File: src/rtl/acpu_pkg.sv
package acpu_pkg;

  parameter int unsigned WORD_W    = 8;
  parameter int unsigned OPC_W     = 3;
  parameter int unsigned ARG_W     = WORD_W - OPC_W;
  parameter int unsigned MEM_WORDS = 1 << ARG_W;

  typedef logic [WORD_W-1:0] word_t;
  typedef logic [ARG_W-1:0]  addr_t;
  typedef logic [OPC_W-1:0]  opc_t;

  localparam opc_t OPC_HALT = opc_t'(0);
  localparam opc_t OPC_LOAD = opc_t'(1);
  localparam opc_t OPC_ADD  = opc_t'(2);

  typedef enum logic [3:0] {
    ST_F_ADDR,
    ST_F_STEP,
    ST_F_READ,
    ST_F_LOAD,
    ST_DECODE,
    ST_X_ADDR,
    ST_X_READ,
    ST_X_WB,
    ST_HALT
  } state_t;

  typedef struct packed {
    logic mar_from_pc;
    logic pc_step;
    logic mem_read;
    logic ir_from_mdr;
    logic mar_from_arg;
    logic a_from_mdr;
    logic a_from_alu;
  } ctl_t;

  function automatic opc_t opc_of(word_t w);
    return w[WORD_W-1 -: OPC_W];
  endfunction

  function automatic addr_t arg_of(word_t w);
    return w[ARG_W-1:0];
  endfunction

  function automatic addr_t next_pc(addr_t p);
    return addr_t'(p + addr_t'(1));
  endfunction

  function automatic word_t wrap_sum(word_t a, word_t b);
    return word_t'(a + b);
  endfunction

endpackage

File: src/rtl/acpu_alu.sv
module acpu_alu
  import acpu_pkg::*;
#(
  parameter int unsigned W = WORD_W
) (
  input  logic [W-1:0] a,
  input  logic [W-1:0] b,
  output logic [W-1:0] sum
);

  logic [W-1:0] carry;

  assign carry[0] = 1'b0;

  for (genvar i = 0; i < W; i++) begin : g_bit
    assign sum[i] = a[i] ^ b[i] ^ carry[i];
    if (i < W - 1) begin : g_carry
      assign carry[i+1] = (a[i] & b[i]) | (carry[i] & (a[i] ^ b[i]));
    end
  end

endmodule

File: src/rtl/acpu_ctrl.sv
module acpu_ctrl
  import acpu_pkg::*;
(
  input  logic   clk,
  input  logic   rst,
  input  opc_t   opcode,
  output ctl_t   ctl,
  output state_t state
);

  state_t nxt;

  always_ff @(posedge clk) begin
    if (rst) state <= ST_F_ADDR;
    else     state <= nxt;
  end

  always_comb begin
    ctl = '0;
    nxt = state;
    case (state)
      ST_F_ADDR: begin
        ctl.mar_from_pc = 1'b1;
        nxt = ST_F_STEP;
      end
      ST_F_STEP: begin
        ctl.pc_step = 1'b1;
        nxt = ST_F_READ;
      end
      ST_F_READ: begin
        ctl.mem_read = 1'b1;
        nxt = ST_F_LOAD;
      end
      ST_F_LOAD: begin
        ctl.ir_from_mdr = 1'b1;
        nxt = ST_DECODE;
      end
      ST_DECODE: begin
        case (opcode)
          OPC_HALT: nxt = ST_HALT;
          OPC_LOAD: nxt = ST_X_ADDR;
          OPC_ADD:  nxt = ST_X_ADDR;
          default:  nxt = ST_F_ADDR;
        endcase
      end
      ST_X_ADDR: begin
        ctl.mar_from_arg = 1'b1;
        nxt = ST_X_READ;
      end
      ST_X_READ: begin
        ctl.mem_read = 1'b1;
        nxt = ST_X_WB;
      end
      ST_X_WB: begin
        if (opcode == OPC_LOAD) ctl.a_from_mdr = 1'b1;
        else                    ctl.a_from_alu = 1'b1;
        nxt = ST_F_ADDR;
      end
      ST_HALT: nxt = ST_HALT;
      default: nxt = ST_F_ADDR;
    endcase
  end

endmodule

File: src/rtl/acpu_regs.sv
module acpu_regs
  import acpu_pkg::*;
(
  input  logic  clk,
  input  logic  rst,
  input  ctl_t  ctl,
  input  word_t rdata,
  input  word_t alu_sum,
  output addr_t pc,
  output addr_t mar,
  output word_t mdr,
  output word_t ir,
  output word_t acc
);

  always_ff @(posedge clk) begin
    if (rst) begin
      pc  <= '0;
      mar <= '0;
      mdr <= '0;
      ir  <= '0;
      acc <= '0;
    end else begin
      if (ctl.mar_from_pc)       mar <= pc;
      else if (ctl.mar_from_arg) mar <= arg_of(ir);
      if (ctl.pc_step)           pc  <= next_pc(pc);
      if (ctl.mem_read)          mdr <= rdata;
      if (ctl.ir_from_mdr)       ir  <= mdr;
      if (ctl.a_from_mdr)        acc <= mdr;
      else if (ctl.a_from_alu)   acc <= alu_sum;
    end
  end

endmodule

File: src/rtl/acpu_core.sv
module acpu_core
  import acpu_pkg::*;
(
  input  logic              clk,
  input  logic              rst,
  output logic [ARG_W-1:0]  mem_addr,
  output logic              mem_rd,
  input  logic [WORD_W-1:0] mem_rdata,
  output logic              mem_wr,
  output logic [WORD_W-1:0] mem_wdata,
  output logic [WORD_W-1:0] acc,
  output logic              halted
);

  ctl_t   ctl;
  state_t state;
  addr_t  pc;
  addr_t  mar;
  word_t  mdr;
  word_t  ir;
  word_t  acc_q;
  word_t  sum;

  // Named events for the checker
  logic fetch_rd_ev;
  logic ld_commit;
  logic add_commit;

  acpu_ctrl u_ctrl (
    .clk    (clk),
    .rst    (rst),
    .opcode (opc_of(ir)),
    .ctl    (ctl),
    .state  (state)
  );

  acpu_regs u_regs (
    .clk     (clk),
    .rst     (rst),
    .ctl     (ctl),
    .rdata   (mem_rdata),
    .alu_sum (sum),
    .pc      (pc),
    .mar     (mar),
    .mdr     (mdr),
    .ir      (ir),
    .acc     (acc_q)
  );

  acpu_alu #(.W(WORD_W)) u_alu (
    .a   (acc_q),
    .b   (mdr),
    .sum (sum)
  );

  assign fetch_rd_ev = ctl.mem_read && (state == ST_F_READ);
  assign ld_commit   = ctl.a_from_mdr;
  assign add_commit  = ctl.a_from_alu;

  assign mem_addr  = mar;
  assign mem_rd    = ctl.mem_read;
  assign mem_wr    = 1'b0;
  assign mem_wdata = acc_q;
  assign acc       = acc_q;
  assign halted    = (state == ST_HALT);

endmodule

File: config.mk
export PLATFORM = sky130hd
export DESIGN_NAME = acpu_core
export DESIGN_NICKNAME = d
export VERILOG_FILES = /design/src/rtl/acpu_pkg.sv /design/src/rtl/acpu_alu.sv /design/src/rtl/acpu_ctrl.sv /design/src/rtl/acpu_regs.sv /design/src/rtl/acpu_core.sv
export SDC_FILE = /design/constraint.sdc
export NUM_CORES = 1
export LEC_CHECK = 0
export CAP_MARGIN = 30
export CORE_ASPECT_RATIO = 2
export CORE_MARGIN = 10
export CORE_UTILIZATION = 40
export CTS_CLUSTER_DIAMETER = 150
export DETAILED_ROUTE_END_ITERATION = 12
export GPL_TIMING_DRIVEN = 0
export PLACE_DENSITY = 0.64
export SLEW_MARGIN = 10
export SYNTH_ARGS = -nofsm -noshare
export SYNTH_HDL_FRONTEND = slang
export SYNTH_SLANG_ARGS = --single-unit
File: constraint.sdc
create_clock -name clk -period 4.1 [get_ports clk]
set_clock_uncertainty 0.15 [all_clocks]
set_input_delay 0.41 -clock clk [delete_from_list [all_inputs] [get_ports clk]]
set_output_delay 0.41 -clock clk [all_outputs]
set_load 0.01 [all_outputs]
# [After elaboration in Yosys (flattened, before gate mapping)]
# Cells that the tools add are included.
[word_totals] register_bits=38 latch_bits=0 mem_bits_rw=0 romBits=0 out_inout_bits=24 wordCells=71 mem_count=0
[classes] addsub=1 n_mul=0 n_div=0 order_cmp=0 eq_ne=10 shifts=0 n_mux=14 bitwise_logic=34 reduce_logical=6
[op_table] operator="4-bit case mux with 8 select lines" n=1
[op_table] operator="4-bit by 3-bit == test with 1-bit output (second input constant)" n=4
[op_table] operator="8-bit 2-to-1 mux" n=2
[op_table] operator="1-bit bitwise XOR" n=15
[op_table] operator="1-bit bitwise AND" n=13
[op_table] operator="5-bit 2-to-1 mux" n=2
[op_table] operator="4-bit by 2-bit == test with 1-bit output (second input constant)" n=2
[op_table] operator="4-bit case mux with 2 select lines" n=1
[op_table] operator="1-bit 2-to-1 mux" n=7
[op_table] operator="1-bit OR" n=6
[op_table] operator="5-bit by 1-bit adder with 5-bit output (second input constant)" n=1
[op_table] operator="4-bit by 1-bit == test with 1-bit output (second input constant)" n=1
[op_table] operator="4-bit == test (second input constant)" n=1
[op_table] operator="4-bit logical NOT" n=1
[op_table] operator="2-bit nonzero test" n=2
[op_table] operator="2-bit OR reduction" n=2
[op_table] operator="3-bit by 1-bit == test with 1-bit output (second input constant)" n=1
[op_table] operator="3-bit by 2-bit == test with 1-bit output (second input constant)" n=1
[op_table] operator="3-bit logical NOT" n=1
[op_table] operator="2-bit 2-to-1 mux" n=1

# [Depth between registers and ports, before layout]
# Gate-level depths: netlist (run 1).
[logic_depth] ltp_word=16 mapped_depth=15 mapped_depth_nobuf=15

# [By module]
# Synthesis (run 1) repeated with hierarchy kept, for this count alone.
[unflattened] cells_unflattened=190 area_unflattened_um2=1933.1
[by_module_without_submodules] module="acpu_regs" instances=1 cells_per_inst=132 area_each_um2=1390.1
[by_module_without_submodules] module="acpu_ctrl" instances=1 cells_per_inst=34 area_each_um2=281.5
[by_module_without_submodules] module="acpu_alu" instances=1 cells_per_inst=13 area_each_um2=175.2
[by_module_without_submodules] module="acpu_core" instances=1 cells_per_inst=11 area_each_um2=86.3

# [Least setup slack after synthesis (run 1)]
# OpenSTA, ideal clock, no wires.
[synth_path] kind="reg2reg" startpoint="register u_regs.acc[0]" endpoint="register u_regs.acc[7]" setup_time_ns=0.070 arrival_time_ns=2.900 required_time_ns=3.880 path_slack_ns=0.980 path_stages_with_launch=15 path_buffers=0 period_less_slack_ns=3.120 cell_sequence="dfxtp_1 -> ha_1 -> inv_1 -> fa_1 -> fa_1 -> inv_1 -> fa_1 -> inv_1 -> fa_1 -> inv_1 -> fa_1 -> fa_1 -> nand2b_1 -> a221o_1 -> a21oi_1"
[synth_via] elab_chain_cells=16
[synth_lines] item="start: declaration" line_no="acpu_regs.sv:13" text="output word_t acc"
[synth_lines] item="start signal: assignment" line_no="acpu_regs.sv:29" text="if (ctl.a_from_mdr) acc <= mdr;"
[synth_lines] item="start signal: assignment" line_no="acpu_regs.sv:30" text="else if (ctl.a_from_alu) acc <= alu_sum;"
[synth_lines] item="1-bit bitwise AND (2 in series)" line_no="acpu_alu.sv:18" text="assign carry[i+1] = (a[i] & b[i]) | (carry[i] & (a[i] ^ b[i]));"
[synth_lines] item="1-bit OR" line_no="acpu_alu.sv:18"
[synth_lines] item="1-bit bitwise AND" line_no="acpu_alu.sv:18"
[synth_lines] item="1-bit OR" line_no="acpu_alu.sv:18"
[synth_lines] item="1-bit bitwise AND" line_no="acpu_alu.sv:18"
[synth_lines] item="1-bit OR" line_no="acpu_alu.sv:18"
[synth_lines] item="1-bit bitwise AND" line_no="acpu_alu.sv:18"
[synth_lines] item="1-bit OR" line_no="acpu_alu.sv:18"
[synth_lines] item="1-bit bitwise AND" line_no="acpu_alu.sv:18"
[synth_lines] item="1-bit OR" line_no="acpu_alu.sv:18"
[synth_lines] item="1-bit bitwise AND" line_no="acpu_alu.sv:18"
[synth_lines] item="1-bit OR" line_no="acpu_alu.sv:18"
[synth_lines] item="1-bit bitwise XOR" line_no="acpu_alu.sv:16" text="assign sum[i] = a[i] ^ b[i] ^ carry[i];"
[synth_lines] item="8-bit 2-to-1 mux" line_no="acpu_regs.sv:30"
[synth_lines] item="8-bit 2-to-1 mux" line_no="acpu_regs.sv:29"
# No other way between the ends. The select of a mux whose other input is x is not followed.
# A chain may end at the register's enable or synchronous reset.

# [Worst setup path in the final report (run 1)]
# Same ends and word-level chain as after synthesis.

==> results of run 1 <==
[critical path, stage by stage, from the launching register on]
cell and delay [ns]:
dfxtp_1 0.34, ha_1 0.22, inv_1 0.07, fa_1 0.17, fa_1 0.17, inv_1 0.05, fa_1 0.35, inv_1 0.07
fa_1 0.16, inv_1 0.06, fa_1 0.39, fa_1 0.43, nand2b_1 0.16, a221o_1 0.31, a21oi_1 0.15
[sequential cells by signal, indices dropped and copies added (netlist names)]
register / count
u_regs.acc: 8
u_regs.mdr: 8
u_regs.pc: 5
u_regs.ir: 8
u_regs.mar: 5
u_ctrl.state: 4
[cells by family (layout without fill, tap and decap cells)]
logic type	count (synthesis)	in the layout	share of synthesized area [%]
compound gates	31	31	10.79
xor+xnor	6	6	2.816
fa+ha+maj	8	8	7.775
buf+inv	34	72	9.517
flops	38	38	40.75
mux	14	14	7.506
other cells	1	1	0.2009
simple gates	82	82	20.64
[worst max-delay path by stage]
| stage | slack, ns | cells past startpoint | endpoint | start |
|---|---|---|---|---|
| detailed placement | 0.77 | 14 | u_regs.acc[7]$_SDFFE_PP0P_ | u_regs.acc[0]$_SDFFE_PP0P_ |
| global route | 0.57 | 14 | u_regs.acc[7]$_SDFFE_PP0P_ | u_regs.acc[0]$_SDFFE_PP0P_ |
| finish | 0.77 | 14 | u_regs.acc[7]$_SDFFE_PP0P_ | u_regs.acc[0]$_SDFFE_PP0P_ |
| CTS | 0.74 | 14 | u_regs.acc[7]$_SDFFE_PP0P_ | u_regs.acc[0]$_SDFFE_PP0P_ |
| floorplan | 0.98 | 14 | u_regs.acc[7]$_SDFFE_PP0P_ | u_regs.acc[0]$_SDFFE_PP0P_ |
| global placement | 0.78 | 14 | u_regs.acc[7]$_SDFFE_PP0P_ | u_regs.acc[0]$_SDFFE_PP0P_ |
[power by group]
group          switching [W]  internal [W]  total (W)
Combinational      0.0000683     0.0000646   0.000133
Sequential         0.0000194      0.000390   0.000409
Clock               0.000130      0.000114   0.000245
[final cells by class]
cell class,instances,area share (%)
clock inverter,2,0.4306
inverter,11,1.776
multi-input combinational,142,39.94
buffer,23,5.867
clock buffer,5,2.960
tap,55,2.960
timing repair buffer,31,13.35
sequential,38,32.72
[per-layer routing]
metal | vias to the layer above | GRT usage (%) | share of wire [%]
met5 | - | 0 | 0
met4 | 0 | 6.208 | 2.5
met3 | 6 | 3.362 | 6.2
met2 | 33 | 19.48 | 54
met1 | 681 | 11.81 | 37
li1 | 782 | - | -
[synth_stat cells, drive strengths merged]
cell / number
inv: 11
a21oi: 14
nand4: 2
nor3b: 1
and3: 2
xor2: 3
nor4b: 1
ha: 2
nor3: 3
or3b: 1
a32oi: 1
mux2i: 14
a311oi: 4
dfxtp: 38
nor2: 27
and2: 1
nor4: 2
nand3b: 1
nand2: 30
nand2b: 1
fa: 6
nor2b: 1
xnor2: 3
clkbuf: 3
and2b: 1
buf: 20
o21ai: 2
a221o: 1
conb: 1
nand3: 7
a211oi: 5
and4b: 1
o211ai: 4
[metrics by stage]
stage | setup slack [ns] | hold WS [ns]
floorplan | 0.9798 | 0.2860
global placement | 0.7759 | 0.2972
detailed placement | 0.7664 | 0.3008
CTS | 0.7433 | 0.3143
global route | 0.5674 | 0.3374
finish | 0.7683 | 0.3117
==> impl_metrics.env, run 1 <==
export IMPL_yosysWarnings=0
export IMPL_synth_area_leaders="dfxtp_1 (41%), mux2i_1 (7.5%), fa_1 (6.4%)"
export IMPL_final_cells=307
export IMPL_hold_viol_final=0
export IMPL_cts_sinks=38
export IMPL_holdBufCountCts=0
export IMPL_placed_area_um2=2246
export IMPL_n_fill_cell=478
export IMPL_synth_distinct_cells=35
export IMPL_hold_class="reg -> reg"
export IMPL_timing_reg2reg_setup_slack_ns=0.77
export IMPL_grt_util_all_layers_pct=11.38
export IMPL_power_density_nw_per_um2=338.5
export IMPL_placedCellCount=300
export IMPL_fin_setup_tns_ns=0
export IMPL_drv_cap=0
export IMPL_regArea_um2=760.7
export IMPL_power_total_w=0.0007870
export IMPL_min_to="u_regs.ir[2]$_SDFFE_PP0N_"
export IMPL_synth_avg_cell_area_um2=8.723
export IMPL_p_leak_nw=0.8601
export IMPL_ir_worst_vdd_v=0.0003331
export IMPL_die_h_um=116.6
export IMPL_setup_violations=0
export IMPL_drive_gt1_share_pct=10.32
export IMPL_status="finished, final reports clean"
export IMPL_final_cell_mix="dfxtp_1 (38), clkdlybuf4s50_1 (31), nand2_1 (30)"
export IMPL_start_util_pct=40.99
export IMPL_clock_latency_ns=0.29
export IMPL_h_tree_depth=2
export IMPL_rsz0062_at_grt="no"
export IMPL_path_clk_slew_ns=0.08
export IMPL_regToRegStartpoint="u_regs.acc[0]$_SDFFE_PP0P_"
export IMPL_antennaDiodeCount=0
export IMPL_grt_start_max_net_pins=12
export IMPL_post_cts_setup_buffers=0
export IMPL_final_common_cell="dfxtp_1"
export IMPL_min_period_ns=3.332
export IMPL_syn_nets=232
export IMPL_antenna_found_initial=0
export IMPL_crit_required_ns=4.17
export IMPL_rr_worst_depth=14
export IMPL_cts_tree="done"
export IMPL_drv_slew=0
export IMPL_syn_inst=214
export IMPL_start_kind="flip-flop"
export IMPL_multiInputGateArea_um2=928.4
export IMPL_arrival_ns=3.40
export IMPL_wl_per_cell_um=13.86
export IMPL_rr_endpoint="u_regs.acc[7]$_SDFFE_PP0P_"
export IMPL_routed_via_density=4.893
export IMPL_finalNetCount=270
export IMPL_grt_pass1_wl_um=6865
export IMPL_dp_hpwl_um=3296
export IMPL_period_share_pct=81.26
export IMPL_yosys_area_top_type_share_pct=40.75
export IMPL_syn_to_final_growth_pct=24.53
export IMPL_via_count=1502
export IMPL_design_area_um2=2325
export IMPL_dieArea_um2=7965
export IMPL_drc=0
export IMPL_grt_pass1_vias=1406
export IMPL_numCtsBuffers=5
export IMPL_ys_ff_latch=38
export IMPL_fp_row_count=35
export IMPL_yosysSeqAreaShare_pct=40.75
export IMPL_synth_top_area_cell="dfxtp_1"
export IMPL_dr_pass1_iters=4
export IMPL_crit_type="reg -> reg"
export IMPL_hp_start="u_regs.ir[2]$_SDFFE_PP0N_"
export IMPL_gp_congestion=0.8091
export IMPL_die_x_um=68.31
export IMPL_core_region_area_um2=4554
export IMPL_wl_um=4254
export IMPL_drt_iter0_drc=33
export IMPL_ioPinCount=34
export IMPL_critPathCaptureType="flip-flop"
export IMPL_portBuffers=31
export IMPL_synthesis_area_um2=1867
export IMPL_clock_root_buffer="clkbuf_8"
export IMPL_final_util_pct=51.04
export IMPL_ant_nets=0
export IMPL_fmax_mhz=300.1
export IMPL_clk_path_buf_depth=2
export IMPL_cts_repair_resized=0
export IMPL_overflow=0
export IMPL_worstPathMaxFanout=4
export IMPL_hold_depth=2
export IMPL_tightestPinTransition_ns=0.5524
export IMPL_slew_headroom_pct=63.17
Note: power is estimated with default switching activity, not from simulation.
==> inputs of run 2 (changes only) <==
==> constraint.sdc (replaced) <==
create_clock -name clk -period 3.47 [get_ports clk]
set_clock_uncertainty 0.15 [all_clocks]
set_input_delay 0.347 -clock clk [delete_from_list [all_inputs] [get_ports clk]]
set_output_delay 0.347 -clock clk [all_outputs]
set_load 0.01 [all_outputs]
==> impl_metrics.env, run 2 (synthesis results as in run 1) <==
export IMPL_path_clk_slew_ns=0.08
export IMPL_drv_cap=0
export IMPL_critPathCaptureType="flip-flop"
export IMPL_finalNetCount=270
export IMPL_tightestPinTransition_ns=0.5502
export IMPL_ant_nets=0
export IMPL_critPathLaunch="u_regs.acc[0]$_SDFFE_PP0P_"
export IMPL_dr_pass1_iters=4
export IMPL_min_period_ns=3.275
export IMPL_drt_iter0_drc=33
export IMPL_overflow=0
export IMPL_rsz0062_at_grt="no"
export IMPL_ioPinCount=34
export IMPL_hold_viol_final=0
export IMPL_fin_ws_ns=0.1951
export IMPL_fp_row_count=35
export IMPL_start_kind="flip-flop"
export IMPL_path_cells="ha_1 -> inv_1 -> fa_1 -> fa_1 -> inv_1 -> fa_1 -> inv_1 -> fa_1 -> inv_1 -> fa_1 -> fa_2 -> nand2b_1 -> a221o_1 -> a21oi_1"
export IMPL_final_cell_mix="dfxtp_1 (38), clkdlybuf4s50_1 (31), nand2_1 (30)"
export IMPL_preCtsSetupSlack_ns=0.1364
export IMPL_wl_per_cell_um=13.88
export IMPL_h_tree_depth=2
export IMPL_holdBufCountCts=0
export IMPL_crit_required_ns=3.54
export IMPL_placedCellCount=300
export IMPL_setup_violations=0
export IMPL_drc=0
export IMPL_worstPathMaxFanout=4
export IMPL_crit_path_frequent_cell="fa_1"
export IMPL_grt_pass1_vias=1406
export IMPL_cts_tree="done"
export IMPL_syn_to_final_growth_pct=24.66
export IMPL_power_total_w=0.0009301
export IMPL_die_h_um=116.6
export IMPL_largestRegisters="u_regs.acc (8), u_regs.ir (8), u_regs.mdr (8)"
export IMPL_drv_slew=0
export IMPL_routed_via_density=4.883
export IMPL_slowest_delay_ns=0.40
export IMPL_setup_worst_path_end="u_regs.acc[7]$_SDFFE_PP0P_"
export IMPL_dp_hpwl_um=3296
export IMPL_n_fill_cell=477
export IMPL_ir_worst_vdd_v=0.0003937
export IMPL_fin_setup_tns_ns=0
export IMPL_period_share_pct=94.38
export IMPL_dieArea_um2=7965
export IMPL_clk_path_buf_depth=2
export IMPL_timing_reg2reg_setup_slack_ns=0.20
export IMPL_grt_pass1_wl_um=6865
export IMPL_numCtsBuffers=5
export IMPL_final_cells=307
export IMPL_gp_congestion=0.8091
export IMPL_start_util_pct=40.99
export IMPL_hold_class="in -> reg"
export IMPL_power_density_nw_per_um2=399.7
export IMPL_final_common_cell="dfxtp_1"
export IMPL_crit_slowest_cell="fa_1"
export IMPL_drive_gt1_share_pct=10.71
export IMPL_slew_headroom_pct=63.32
export IMPL_status="finished, final reports clean"
export IMPL_clock_latency_ns=0.29
export IMPL_antennaDiodeCount=0
export IMPL_grt_util_all_layers_pct=11.38
export IMPL_grt_start_max_net_pins=12
export IMPL_portBuffers=31
export IMPL_p_leak_nw=0.8576
export IMPL_arrival_ns=3.35
export IMPL_wl_um=4262
export IMPL_core_region_area_um2=4554
export IMPL_fmax_mhz=305.4
export IMPL_rr_endpoint="u_regs.acc[7]$_SDFFE_PP0P_"
export IMPL_cts_sinks=38
export IMPL_antenna_found_initial=0
export IMPL_regToRegStartpoint="u_regs.acc[0]$_SDFFE_PP0P_"
export IMPL_die_x_um=68.31
export IMPL_clock_root_buffer="clkbuf_8"
export IMPL_crit_type="reg -> reg"
export IMPL_rr_worst_depth=14
export IMPL_via_count=1499
## run 2: changes by cell type in the layout (fill, tap and decap cells not counted)
cell	delta
fa_2	+1
fa_1	-1
## run 2: worst max-delay path: cells and delay by family, from the launching register on
kind | cells | cell delay [ns]
AOI/OAI and AO/OA | 2 | 0.46
DFF | 1 | 0.34
buffers and inverters | 4 | 0.25
and+or+nand+nor | 1 | 0.15
adders and majority gates | 7 | 1.85
## run 2: layer usage
metal	routed length, um	track usage (%)	vias up
li1	-	-	783
met1	1598	11.81	679
met5	0	0	-
met2	2300	19.48	31
met3	256	3.362	6
met4	106	6.208	0
## run 2: worst min-delay path by stage
stage                                          from                   endpoint  slack (ns)  depth (start not counted)
after floorplan           u_regs.ir[0]$_SDFFE_PP0N_  u_regs.ir[0]$_SDFFE_PP0N_        0.29                          2
after global placement    u_regs.ir[3]$_SDFFE_PP0N_  u_regs.ir[3]$_SDFFE_PP0N_        0.30                          2
after detailed placement  u_regs.ir[3]$_SDFFE_PP0N_  u_regs.ir[3]$_SDFFE_PP0N_        0.30                          2
after CTS                                       rst  u_regs.ir[7]$_SDFFE_PP0N_        0.31                          2
after global routing                            rst  u_regs.ir[1]$_SDFFE_PP0N_        0.34                          2
final                                           rst  u_regs.ir[7]$_SDFFE_PP0N_        0.31                          2
## run 2: final cells by class
type | instances | area, um^2 | area share [%]
multi-input combinational | 142 | 930.9 | 40.00
sequential | 38 | 760.7 | 32.69
timing repair buffer | 31 | 310.3 | 13.33
buffer | 23 | 136.4 | 5.860
clock buffer | 5 | 68.82 | 2.957
tap | 55 | 68.82 | 2.957
inverter | 11 | 41.29 | 1.774
clock inverter | 2 | 10.01 | 0.4301
## run 2: through the flow
step	cell area (um^2)	utilization, %	hold slack (ns)
3_3_place_gp	2246	49.31	0.2972
2_1_floorplan	1867	-	0.2860
4_1_cts	2325	51.04	0.3135
6_report	2327	51.10	0.3069
3_5_place_dp	2246	49.31	0.3008
5_1_grt	2327	51.10	0.3373
## run 2: where the power goes
part,internal (W),total (W),switching (W)
clock,0.000135,0.000289,0.000154
combinational,0.0000764,0.000157,0.0000809
sequential,0.000461,0.000484,0.0000230
total,0.000672,0.000930,0.000258
## run 2: what timing repair did
item                       CTS  global route
resized for setup            0             1
hold endpoints to repair     0             0
setup buffers                0             0
setup endpoints to repair    0             1
==> inputs of run 3 (changes only) <==
--- a/config.mk
+++ b/config.mk
@@ -12,8 +12,9 @@
 export CTS_CLUSTER_DIAMETER = 150
 export DETAILED_ROUTE_END_ITERATION = 12
 export GPL_TIMING_DRIVEN = 0
-export PLACE_DENSITY = 0.64
+export PLACE_DENSITY = 0.63
 export SLEW_MARGIN = 10
 export SYNTH_ARGS = -nofsm -noshare
 export SYNTH_HDL_FRONTEND = slang
+export SYNTH_HIERARCHICAL = 1
 export SYNTH_SLANG_ARGS = --single-unit
==> impl_metrics.env, run 3 <==
export IMPL_setup_violations=0
export IMPL_status="finished, final reports clean"
export IMPL_clock_power_share_pct=34.3
export IMPL_power_density_nw_per_um2=376.1
export IMPL_synth_top_area_cell="dfxtp_1"
export IMPL_syn_inst=190
export IMPL_worstPathMaxFanout=3
export IMPL_synth_area_mux_share_pct=17.28
export IMPL_yosys_area_top_type_share_pct=39.35
export IMPL_hold_viol_final=0
export IMPL_rr_worst_depth=11
export IMPL_yosysWarnings=6
export IMPL_drv_cap=0
export IMPL_synth_most_common_cell="dfxtp_1"
export IMPL_slew_headroom_pct=53.38
export IMPL_drc=0
export IMPL_yosysSeqAreaShare_pct=39.35
export IMPL_antenna_found_initial=0
export IMPL_antennaDiodeCount=0
export IMPL_ys_top_cells_by_count="dfxtp_1 (38), mux2i_1 (30), nor2_1 (25)"
export IMPL_die_h_um=118.3
export IMPL_die_x_um=69.16
export IMPL_min_period_ns=3.392
export IMPL_syn_nets=208
export IMPL_ys_async_sr_fraction_pct=0
export IMPL_finalNetCount=249
export IMPL_start_kind="flip-flop"
export IMPL_p_leak_nw=0.9127
export IMPL_overflow=0
export IMPL_synthesis_area_um2=1933
export IMPL_path_clk_slew_ns=0.08
export IMPL_gp_congestion=0.7670
export IMPL_dieArea_um2=8182
export IMPL_synth_avg_cell_area_um2=10.17
export IMPL_p_sw_share_pct=25.79
export IMPL_portBuffers=32
export IMPL_drv_slew=0
export IMPL_h_tree_depth=2
export IMPL_seq_power_share_pct=51.5
export IMPL_clock_root_buffer="clkbuf_8"
export IMPL_clk_path_buf_depth=2
export IMPL_grt_pass1_vias=1398
export IMPL_fmax_mhz=294.8
export IMPL_ioPinCount=34
export IMPL_timing_reg2reg_setup_slack_ns=0.08
export IMPL_largestRegisters="u_regs/acc (8), u_regs/ir (8), u_regs/mdr (8)"
export IMPL_rr_endpoint="u_regs/acc[6]$_SDFFE_PP0P_"
export IMPL_drive_gt1_share_pct=18.53
export IMPL_via_count=1404
export IMPL_synth_flop_cell="dfxtp_1"
export IMPL_period_share_pct=97.76
export IMPL_ant_nets=0
export IMPL_internal_power_w=0.0006841
export IMPL_hold_class="reg -> reg"
export IMPL_synth_compound_area_share_pct=7.314
export IMPL_synthXorXnorAreaFrac_pct=2.589
export IMPL_hold_slack_ns=0.3570
export IMPL_cts_tree="done"
export IMPL_dp_hpwl_um=3114
export IMPL_routed_via_density=4.892
export IMPL_wl_um=4135
export IMPL_crit_required_ns=3.52
export IMPL_hp_start="u_regs/ir[4]$_SDFFE_PP0P_"
export IMPL_dr_pass1_iters=4
export IMPL_core_region_area_um2=4642
export IMPL_ir_worst_vdd_v=0.0002668
export IMPL_synth_distinct_cells=37
export IMPL_hold_depth=2
export IMPL_p_comb_share_pct=14.3
export IMPL_tightestPinTransition_ns=0.6929
export IMPL_grt_start_max_net_pins=12
export IMPL_wl_per_cell_um=14.41
export IMPL_synth_top_family_by_area="multiplexers"
export IMPL_fp_row_count=35
export IMPL_crit_type="reg -> reg"
export IMPL_synth_area_leaders="dfxtp_1 (39%), mux2i_1 (16%), fa_1 (6.2%)"
export IMPL_critPathCaptureType="flip-flop"
export IMPL_final_common_cell="dfxtp_1"
export IMPL_numCtsBuffers=5
export IMPL_grt_pass1_wl_um=6962
export IMPL_min_to="u_regs/ir[4]$_SDFFE_PP0P_"
export IMPL_final_cell_mix="dfxtp_1 (36), clkdlybuf4s50_1 (32), mux2i_1 (30)"
export IMPL_clock_latency_ns=0.29
export IMPL_regToRegStartpoint="u_regs/mdr[0]$_SDFFE_PP0P_"
export IMPL_ys_ff_latch=38
export IMPL_drt_iter0_drc=38
export IMPL_arrival_ns=3.44
export IMPL_synth_fa_ha_area_share_pct=7.508
export IMPL_grt_util_all_layers_pct=10.11
export IMPL_holdBufCountCts=0
export IMPL_power_total_w=0.0009218
export IMPL_syn_to_final_growth_pct=26.80
export IMPL_synth_simple_area_share_pct=17.09
export IMPL_switching_power_w=0.0002377
export IMPL_cts_sinks=38
export IMPL_synth_edf_count=0
export IMPL_start_util_pct=41.64
==> run 3: stage by stage <==
step	setup slack, ns	cell area [um^2]	instances	TNS (ns)	utilization (%)
finish	0.07783	2451	287	0	52.80
global route	-0.01405	2451	287	-0.02720	52.80
CTS	0.01039	2426	285	0	52.26
detailed placement	-0.1645	2325	277	-0.1645	50.08
global placement	-0.1147	2325	277	-0.1147	50.08
floorplan	0.002449	1936	190	0	-
==> run 3: critical path, cell delays in order, from the launching register on <==
cell,delay (ns)
dfxtp_4,0.35
ha_1,0.19
inv_2,0.06
fa_1,0.15
inv_1,0.06
fa_2,0.37
fa_2,0.38
fa_2,0.38
fa_2,0.38
fa_2,0.52
mux2i_1,0.07
a211oi_1,0.25
==> run 3: power by group through the flow <==
stage	combinational (W)	clock [W]	sequential, W
2_1_floorplan	0.0000828	0	0.000484
3_3_place_gp	0.000130	0	0.000485
3_5_place_dp	0.000131	0	0.000486
4_1_cts	0.000132	0.000326	0.000476
5_1_grt	0.000144	0.000344	0.000477
6_report	0.000132	0.000316	0.000474
==> run 3: cell type report <==
| class | count | area, um^2 |
|---|---|---|
| timing repair buffer | 34 | 335.3 |
| inverter | 7 | 26.28 |
| buffer | 22 | 141.4 |
| sequential | 38 | 765.7 |
| clock buffer | 7 | 86.33 |
| multi-input combinational | 123 | 1022 |
| clock inverter | 1 | 5.005 |
| tap | 55 | 68.82 |
| fill | 457 | 2191 |
==> run 3: repair_timing <==
action / 4_1_cts / 5_1_grt
pin swaps: 1 / 6
gates resized for setup: 5 / 4
gates cloned: 0 / 0
buffers inserted: 0 / 2
endpoints found under the setup margin: 1 / 1
==> run 3: how the worst max path moves through the flow <==
stage	startpoint	to	slack (ns)	cells after the start
final	u_regs/mdr[0]$_SDFFE_PP0P_	u_regs/acc[6]$_SDFFE_PP0P_	0.08	11
after global placement	u_regs/acc[0]$_SDFFE_PP0P_	u_regs/acc[7]$_SDFFE_PP0P_	-0.11	12
after detailed placement	u_regs/acc[0]$_SDFFE_PP0P_	u_regs/acc[7]$_SDFFE_PP0P_	-0.16	12
after floorplan	u_regs/acc[0]$_SDFFE_PP0P_	u_regs/acc[7]$_SDFFE_PP0P_	0.002	12
after CTS	u_regs/acc[0]$_SDFFE_PP0P_	u_regs/acc[7]$_SDFFE_PP0P_	0.01	12
after global routing	u_regs/mdr[0]$_SDFFE_PP0P_	u_regs/acc[7]$_SDFFE_PP0P_	-0.01	12
==> run 3: logic make-up (layout without fill, tap and decap cells) <==
logic type / after synthesis / in the layout
AOI/OAI and AO/OA: 19 / 19
adders and majority gates: 8 / 8
buffers and inverters: 29 / 71
xor gates and xnor gates: 4 / 4
other: 1 / 1
muxes: 33 / 33
and+or+nand+nor: 58 / 58
DFF: 38 / 38
==> run 3: metal layers <==
layer  routed length [um]  share of wire (%)  vias to the layer above  global-route usage (%)
li1                     -                  -                      721                       -
met1                 1605                 39                      657                   9.791
met2                 2310                 56                       21                   18.71
met3                  161                3.9                        5                   3.099
met4                   58                1.4                        0                   4.557
met5                    0                  0                        -                       0
